<file path="src/rtl/sdram_trk_pkg.sv">
package sdram_trk_pkg;

  typedef enum logic [2:0] {
    ST_IDLE = 3'd0,
    ST_OPEN = 3'd1,
    ST_ROW  = 3'd2,
    ST_RD   = 3'd3,
    ST_WR   = 3'd4,
    ST_RDC  = 3'd5,
    ST_WRC  = 3'd6,
    ST_CLS  = 3'd7
  } bank_st_e;

  typedef enum logic [3:0] {
    C_MODE = 4'd0,
    C_REF  = 4'd1,
    C_PRE  = 4'd2,
    C_ACT  = 4'd3,
    C_WR   = 4'd4,
    C_RD   = 4'd5,
    C_STOP = 4'd6,
    C_NOP  = 4'd7,
    C_INH  = 4'd8
  } cmd_e;

endpackage

</file>
<file path="src/rtl/sdram_cmd_decode.sv">
module sdram_cmd_decode
  import sdram_trk_pkg::*;
(
  input  logic cs_n,
  input  logic ras_n,
  input  logic cas_n,
  input  logic we_n,
  output cmd_e cmd
);

  always_comb begin
    if (cs_n) begin
      cmd = C_INH;
    end else begin
      case ({ras_n, cas_n, we_n})
        3'b000:  cmd = C_MODE;
        3'b001:  cmd = C_REF;
        3'b010:  cmd = C_PRE;
        3'b011:  cmd = C_ACT;
        3'b100:  cmd = C_WR;
        3'b101:  cmd = C_RD;
        3'b110:  cmd = C_STOP;
        default: cmd = C_NOP;
      endcase
    end
  end

endmodule

</file>
<file path="src/rtl/sdram_trk_timer.sv">
module sdram_trk_timer #(
  parameter int CNT_W = 4,
  parameter int MAXV  = 8
) (
  input  logic             clk,
  input  logic             rst,
  input  logic             load,
  input  logic [CNT_W-1:0] load_val,
  output logic             zero
);

  logic [CNT_W-1:0] cnt;

  always_ff @(posedge clk) begin
    if (rst) begin
      cnt <= '0;
    end else if (load) begin
      cnt <= load_val;
    end else if (cnt != '0) begin
      cnt <= cnt - 1'b1;
    end
  end

  assign zero = (cnt == '0);

  // no loaded interval may exceed the longest timed state
  assert_cnt_bound_R5: assert property (@(posedge clk) disable iff (rst)
    int'(cnt) <= MAXV);

  // the count keeps falling without a new load
  assert_cnt_falls_R11: assert property (@(posedge clk) disable iff (rst)
    (!load && cnt != '0) |=> (int'(cnt) == int'($past(cnt)) - 1));

endmodule

</file>
<file path="src/rtl/sdram_bank_tracker.sv">
module sdram_bank_tracker
  import sdram_trk_pkg::*;
#(
  parameter int BANK_W  = 2,
  parameter int BANK_ID = 0,
  parameter int TRCD    = 3,
  parameter int TRP     = 3,
  parameter int BL      = 4
) (
  input  logic              clk,
  input  logic              rst,
  input  logic              cke,
  input  logic              cs_n,
  input  logic              ras_n,
  input  logic              cas_n,
  input  logic              we_n,
  input  logic [BANK_W-1:0] bank,
  input  logic              ap_flag,
  output logic [2:0]        bank_state,
  output logic              illegal
);

  localparam int MAXV  = BL + TRP - 2;
  localparam int CNT_W = $clog2(BL + TRP + TRCD + 1);
  localparam logic [CNT_W-1:0] L_OPEN  = CNT_W'(TRCD - 2);
  localparam logic [CNT_W-1:0] L_CLOSE = CNT_W'(TRP - 2);
  localparam logic [CNT_W-1:0] L_BURST = CNT_W'(BL - 2);
  localparam logic [CNT_W-1:0] L_BCLS  = CNT_W'(BL + TRP - 2);
  localparam logic [BANK_W-1:0] MY_BANK = BANK_W'(BANK_ID);

  cmd_e             cmd;
  bank_st_e         state, nxt;
  logic             hit, legal, load, tmr_zero, timed;
  logic [CNT_W-1:0] load_val;

  sdram_cmd_decode u_dec (
    .cs_n  (cs_n),
    .ras_n (ras_n),
    .cas_n (cas_n),
    .we_n  (we_n),
    .cmd   (cmd)
  );

  sdram_trk_timer #(.CNT_W(CNT_W), .MAXV(MAXV)) u_tmr (
    .clk      (clk),
    .rst      (rst),
    .load     (load),
    .load_val (load_val),
    .zero     (tmr_zero)
  );

  always_comb begin
    hit = cke && (cmd != C_NOP) && (cmd != C_INH) &&
          ((bank == MY_BANK) || (cmd == C_PRE && ap_flag) ||
           (cmd == C_REF) || (cmd == C_MODE));
    timed = (state == ST_OPEN) || (state == ST_CLS) || (state == ST_RD) ||
            (state == ST_WR) || (state == ST_RDC) || (state == ST_WRC);
  end

  always_comb begin
    nxt      = state;
    load     = 1'b0;
    load_val = '0;
    legal    = 1'b1;
    if (timed && tmr_zero) begin
      case (state)
        ST_OPEN, ST_RD, ST_WR: nxt = ST_ROW;
        default:               nxt = ST_IDLE;
      endcase
    end
    if (hit) begin
      legal = 1'b0;
      case (state)
        ST_IDLE: begin
          if (cmd == C_ACT) begin
            legal = 1'b1; nxt = ST_OPEN; load = 1'b1; load_val = L_OPEN;
          end else if (cmd == C_REF || cmd == C_MODE || cmd == C_PRE) begin
            legal = 1'b1;
          end
        end
        ST_ROW, ST_RD, ST_WR: begin
          if (cmd == C_RD || cmd == C_WR) begin
            legal = 1'b1;
            load  = 1'b1;
            if (ap_flag) begin
              nxt = (cmd == C_RD) ? ST_RDC : ST_WRC; load_val = L_BCLS;
            end else begin
              nxt = (cmd == C_RD) ? ST_RD : ST_WR; load_val = L_BURST;
            end
          end else if (cmd == C_PRE) begin
            legal = 1'b1; nxt = ST_CLS; load = 1'b1; load_val = L_CLOSE;
          end else if (cmd == C_STOP && state != ST_ROW) begin
            legal = 1'b1; nxt = ST_ROW;
          end
        end
        default: legal = 1'b0;
      endcase
    end
  end

  always_ff @(posedge clk) begin
    if (rst) begin
      state   <= ST_IDLE;
      illegal <= 1'b0;
    end else begin
      state   <= nxt;
      illegal <= hit && !legal;
    end
  end

  assign bank_state = state;

  // opening ends only in the open state
  assert_open_hold_R3: assert property (@(posedge clk) disable iff (rst)
    state == ST_OPEN |=> (state == ST_OPEN || state == ST_ROW));

  // closing ends only in idle
  assert_close_hold_R4: assert property (@(posedge clk) disable iff (rst)
    state == ST_CLS |=> (state == ST_CLS || state == ST_IDLE));

  // closing bursts cannot be interrupted
  assert_rdc_hold_R5: assert property (@(posedge clk) disable iff (rst)
    state == ST_RDC |=> (state == ST_RDC || state == ST_IDLE));
  assert_wrc_hold_R5: assert property (@(posedge clk) disable iff (rst)
    state == ST_WRC |=> (state == ST_WRC || state == ST_IDLE));

  // idle only leaves toward opening
  assert_idle_exit_R2: assert property (@(posedge clk) disable iff (rst)
    state == ST_IDLE |=> (state == ST_IDLE || state == ST_OPEN));

  // a flag needs a sampled, selected command
  assert_flag_cause_R11: assert property (@(posedge clk) disable iff (rst)
    illegal |-> $past(cke && !cs_n));

endmodule

</file>
<file path="config.mk">
export PLATFORM = sky130hd
export DESIGN_NAME = sdram_bank_tracker
export DESIGN_NICKNAME = d
export VERILOG_FILES = /design/src/rtl/sdram_trk_pkg.sv /design/src/rtl/sdram_cmd_decode.sv /design/src/rtl/sdram_trk_timer.sv /design/src/rtl/sdram_bank_tracker.sv
export SDC_FILE = /design/constraint.sdc
export NUM_CORES = 1
export LEC_CHECK = 0
export ABC_AREA = 1
export ABC_CLOCK_PERIOD_IN_PS = 1600
export BUFFER_PORTS_ARGS = -buffer_cell sky130_fd_sc_hd__buf_2
export CORE_ASPECT_RATIO = 1.25
export CORE_MARGIN = 4
export CORE_UTILIZATION = 40
export CTS_CLUSTER_SIZE = 20
export DETAILED_ROUTE_END_ITERATION = 12
export GPL_TIMING_DRIVEN = 1
export SKIP_CTS_REPAIR_TIMING = 1
export SYNTH_ARGS = -nofsm -noshare
export SYNTH_HDL_FRONTEND = slang
export SYNTH_SLANG_ARGS = --single-unit
</file>
<file path="constraint.sdc">
create_clock -name clk -period 1.6 [get_ports clk]
set_input_delay 0.32 -clock clk [delete_from_list [all_inputs] [get_ports clk]]
set_output_delay 0.32 -clock clk [all_outputs]
set_load 0.02 [all_outputs]
</file>
Word level (Yosys, flattened, before mapping)
Index checks and enable logic that the tools add are counted.
- output and inout bits: 4
- logic and storage cells: 87
- input port bits: 10
- register bits after elaboration: 8
- reduce and logical (&&, ||, !) cells: 28
- mux-type cells: 33
- add/subtract/negate cells: 1
- equal/unequal tests: 22
- operator list (cell ; number):
    3-bit 2-to-1 mux ; 9
    3-bit == test (second input constant) ; 7
    3-bit case mux with 7 select lines ; 1
    4-bit 2-to-1 mux ; 5
    3-bit by 2-bit == test with 1-bit output (second input constant) ; 4
    4-bit by 3-bit == test with 1-bit output (second input constant) ; 3
    1-bit 2-to-1 mux ; 12
    1-bit logical OR ; 11
    4-bit by 2-bit == test with 1-bit output (second input constant) ; 2
    4-bit logical NOT ; 2
    4-bit case mux with 2 select lines ; 1
    1-bit logical AND ; 7
    3-bit by 1-bit == test with 1-bit output (second input constant) ; 2
    3-bit logical NOT ; 2
    3-bit case mux with 2 select lines ; 1
    3-bit OR reduction ; 2
    4-bit by 1-bit == test with 1-bit output (second input constant) ; 1
    2-bit 2-to-1 mux ; 2
    4-bit by 3-bit inequality test with 1-bit output (second input constant) ; 1
    4-bit inequality test (second input constant) ; 1
    1-bit case mux with 2 select lines ; 2
    4-bit nonzero test ; 1
    4-bit by 1-bit subtractor with 4-bit output (second input constant) ; 1
    3-bit by 2-bit inequality test with 1-bit output (second input constant) ; 1
    other kinds (3) ; 3

Depth between registers and ports, before layout
- word-level depth: 13
- gate-level depth with buffers: 10
- mapped depth without buffers: 10

Cells and area by module
Synthesis repeated with hierarchy kept, for this count alone.
- cell total of the unflattened synthesis: 132
- area total of the unflattened synthesis: 729.4 um2
- modules (own cells, without submodules) (module ; instances ; area an instance (um2) ; sequential area each (um2) ; cells an instance):
    sdram_bank_tracker ; 1 ; 451.7 ; 80.1 ; 85
    sdram_trk_timer ; 1 ; 247.7 ; 80.1 ; 40
    sdram_cmd_decode ; 1 ; 30.0 ; 0.0 ; 7

Worst setup path after synthesis
Ideal clock, no wire load.
- path kind: reg2reg
- start: register u_tmr.cnt[0]
- end: register u_tmr.cnt[1]
- setup time: 0.066 ns
- buffers on the path: 0
- data arrival time: 1.250 ns
- cell stages (with the launch flop): 9
- clock period less this slack: 1.316 ns
- required time: 1.534 ns
- setup slack: 0.284 ns
- path through: dfxtp_1 > inv_1 > ha_1 > nand2_1 > inv_1 > or2_2 > nand2_2 > nand2_1 > a21oi_2
- cells in the longest elaborated chain, start to end: 3
- elaborated cells on any way between the ends: 5
- those cells by class: add/sub: 1; mux: 2; reduce/logical: 2
- RTL lines (item ; RTL line ; RTL):
    start, declared ; sdram_trk_timer.sv:12 ; logic [CNT_W-1:0] cnt;
    start signal, assigned ; sdram_trk_timer.sv:18 ; cnt <= load_val;
    start signal, assigned ; sdram_trk_timer.sv:20 ; cnt <= cnt - 1'b1;
    4-bit by 1-bit subtractor with 4-bit output ; sdram_trk_timer.sv:20 ;
    4-bit 2-to-1 mux ; sdram_trk_timer.sv:19 ; end else if (cnt != '0) begin
    4-bit 2-to-1 mux ; sdram_trk_timer.sv:17 ; end else if (load) begin
Several ways; a longest one is shown, not always the timed one. The select of a mux whose other input is x is not followed.
A chain may end at the register's enable or synchronous reset.

Final worst setup path
Same ends and word-level chain as after synthesis.

==> flow_summary.yaml <==
synth:
  synth_compound_area_share_pct: 15.22
  synth-seq-cells: 8
  synth.avg_cell_area_um2: 6.486
  syn_nets: 122
  yosys.cell_types.count: 23
  yosys.area_share.simple_pct: 45.84
  synth_top_family_by_area: "simple AND/OR/NAND/NOR gates"
  syn_area_um2: 706.9
  synth.area.mux_share_pct: 0
  syn_inst: 109
  ys_warn_count: 0
  synth_xor_area_share_pct: 1.239
  seq_area_frac_synth_pct: 22.65
  synthAdderAreaFrac_pct: 5.310
cts:
  clk_path_buf_depth: 2
  numCtsBuffers: 3
  clock_latency_ns: 0.25
  clockRootBuffer: "clkbuf_4"
  clock_sinks: 8
  htree_num_levels: 1
  tritoncts: "done"
  clk_pin_slew_worst_paths_ns: 0.06
routing:
  viasPerCell: 5.035
  post-route-drc-count: 0
  route.vias.total: 720
  drt_iter0_drc: 18
  wirelength_um: 1545
  post_drt_wl_per_cell_um: 10.80
  ant_nets: 0
  drt_first_pass_iters: 4
setup_path:
  arrival_ns: 1.66
  r2r-start: "u_tmr.cnt[0]$_SDFFE_PP0P_"
  r2r_cells: 8
  endpoint_kind: "flop"
  timing.rr.end: "u_tmr.cnt[1]$_SDFFE_PP0P_"
  start_kind: "flop"
  crit_required_ns: 1.79
  critPathSlowestCell: "dfxtp_1"
  critPathBufInv: 2
  max_stage_delay_ns: 0.35
  worstPathCellList: "inv_1 > ha_1 > nand2_1 > inv_1 > or2_2 > nand2_2 > nand2_1 > a21oi_2"
  crit_type: "flop to flop"
  crit_fanout: 6
  cp_top_family: "simple AND/OR/NAND/NOR gates"
  regToRegSetupSlack_ns: 0.14
sta:
  fin_worst_skew_ns: 0.005430
  worst_pin_slew_ns: 0.2782
  max_freq_mhz: 682.8
  period_needed_ns: 1.465
  post-route-period-util_pct: 91.54
  final.setup.worst_slack_ns: 0.1354
  fin_setup_tns_ns: 0
  rsz0062_at_grt: "false"
  max_slew_margin_pct: 81.42
  final_hold_viol_count: 0
  setup_violations: 0
  slew_viol_final: 0
global_routing:
  grt_pass1_vias: 671
  grt.total_usage_pct: 14.78
  grt_pass1_wl_um: 2656
  grt_max_degree: 9
  grt-busiest-layer: "met2"
  use_met3_pct: 2.589
  met2_usage_pct: 24.19
  grt-ovfl-total: 0
  antenna_found_initial: 0
  grtUsageMet1_pct: 17.37
place:
  hpwl_um: 1313
  gp_congestion: 0.8601
  port_buffers: 13
  place_ws_ns: 0.1556
final_layout:
  fillCellCount: 177
  nets: 140
  diodes: 0
  area_delta_synth_final_pct: 15.58
  drive_gt1_share_pct: 31.20
floorplanning:
  ioPinCount: 14
  dieWidth_um: 45.60
  start_util_pct: 43.60
  core-area_um2: 1622
  die_h_um: 55
  rows: 16
  fp.dieArea_um2: 2508
worst_hold_path:
  hold_path.class: "primary input to flop"
  hold_start: "rst"
  hold_depth: 2
  whs_endpoint: "u_tmr.cnt[1]$_SDFFE_PP0P_"
outcome:
  outcome: "finished clean"
pwr:
  p_leak_uw: 0.0004249
  p_per_area_nw_per_um2: 994.4
  peakVddDrop_uv: 690.6
job:
  max_cap_viol_count: 0
-- worst max path at each step --
stage,from,end,slack [ns],cells past startpoint
global placement,u_tmr.cnt[0]$_SDFFE_PP0P_,u_tmr.cnt[1]$_SDFFE_PP0P_,0.14,8
global route,u_tmr.cnt[0]$_SDFFE_PP0P_,u_tmr.cnt[1]$_SDFFE_PP0P_,0.03,8
CTS,u_tmr.cnt[0]$_SDFFE_PP0P_,u_tmr.cnt[1]$_SDFFE_PP0P_,0.14,8
finish,u_tmr.cnt[0]$_SDFFE_PP0P_,u_tmr.cnt[1]$_SDFFE_PP0P_,0.14,8
floorplan,u_tmr.cnt[0]$_SDFFE_PP0P_,u_tmr.cnt[1]$_SDFFE_PP0P_,0.28,8
detailed placement,u_tmr.cnt[0]$_SDFFE_PP0P_,u_tmr.cnt[1]$_SDFFE_PP0P_,0.16,8
-- Yosys cell counts (all sizes together) --
cell,number,area share [%]
nand2,24,18
nor2,20,12
inv,17,9.0
nand3,11,8.5
a21oi,10,10
dfxtp,8,23
o21ai,7,5.0
ha,3,5.3
nand4,3,4.4
nor3,2,1.4
or2,2,1.8
clkinv,1,0.71
xor2,1,1.2
-- flip-flops by register name (all words and copies together), names as in the netlist --
signal	flops
illegal	1
bank_state	3
u_tmr.cnt	4
-- routing by layer --
layer	wire length [um]	vias up
met5	0	-
met4	44	0
met3	84	6
met2	709	21
met1	707	311
li1	-	382
-- cell families (layout without fill, tap and decap cells) --
group           count (synthesis)  after routing
simple gates                   62             62
flops                           8              8
compound gates                 17             17
buf+inv                        18             34
fa+ha+maj                       3              3
xor+xnor                        1              1
-- layout by cell type (no fill, tap or decap) --
master	instances
nor2_1	18
nand2_1	16
inv_1	14
buf_2	13
nand3_1	10
dfxtp_1	8
a21oi_1	6
nand2_2	5
o21ai_1	4
inv_2	3
a21oi_2	3
nand2_4	3
o21ai_0	3
ha_1	3
clkbuf_4	3
nand4_2	2
nor3_1	2
or2_2	2
nor2_4	1
nand4_1	1
clkinv_2	1
nand3_2	1
nor2_2	1
a21oi_4	1
xor2_1	1
-- metrics by stage --
stage / area (um^2) / utilization [%] / hold slack [ns] / total power, uW / std cells
final: 817.0 / 50.39 / 0.2831 / 812.5 / 143
after floorplan: 706.9 / - / 0.3824 / 572.1 / 109
after detailed placement: 794.5 / 49.00 / 0.5141 / 658.7 / 140
after CTS: 817.0 / 50.39 / 0.2763 / 819.7 / 143
after global placement: 794.5 / 49.00 / 0.5198 / 651.4 / 140
after global routing: 817.0 / 50.39 / 0.2941 / 893.9 / 143
-- where the power goes --
| part | internal, uW | switching [uW] | total [uW] |
|---|---|---|---|
| logic | 162 | 232 | 394 |
| registers | 237 | 27.6 | 265 |
| clock network | 85.8 | 67.6 | 153 |
| total | 485 | 327 | 812 |
-- cell type report --
type,count,area [um^2],area share [%]
multi-input cells,83,478.0,58.50
flip-flops and latches,8,160.2,19.60
inverters,18,68.82,8.423
repair buffers,13,65.06,7.963
clock buffers,3,22.52,2.757
well taps,18,22.52,2.757
Power figures use the tool's default switching activity.
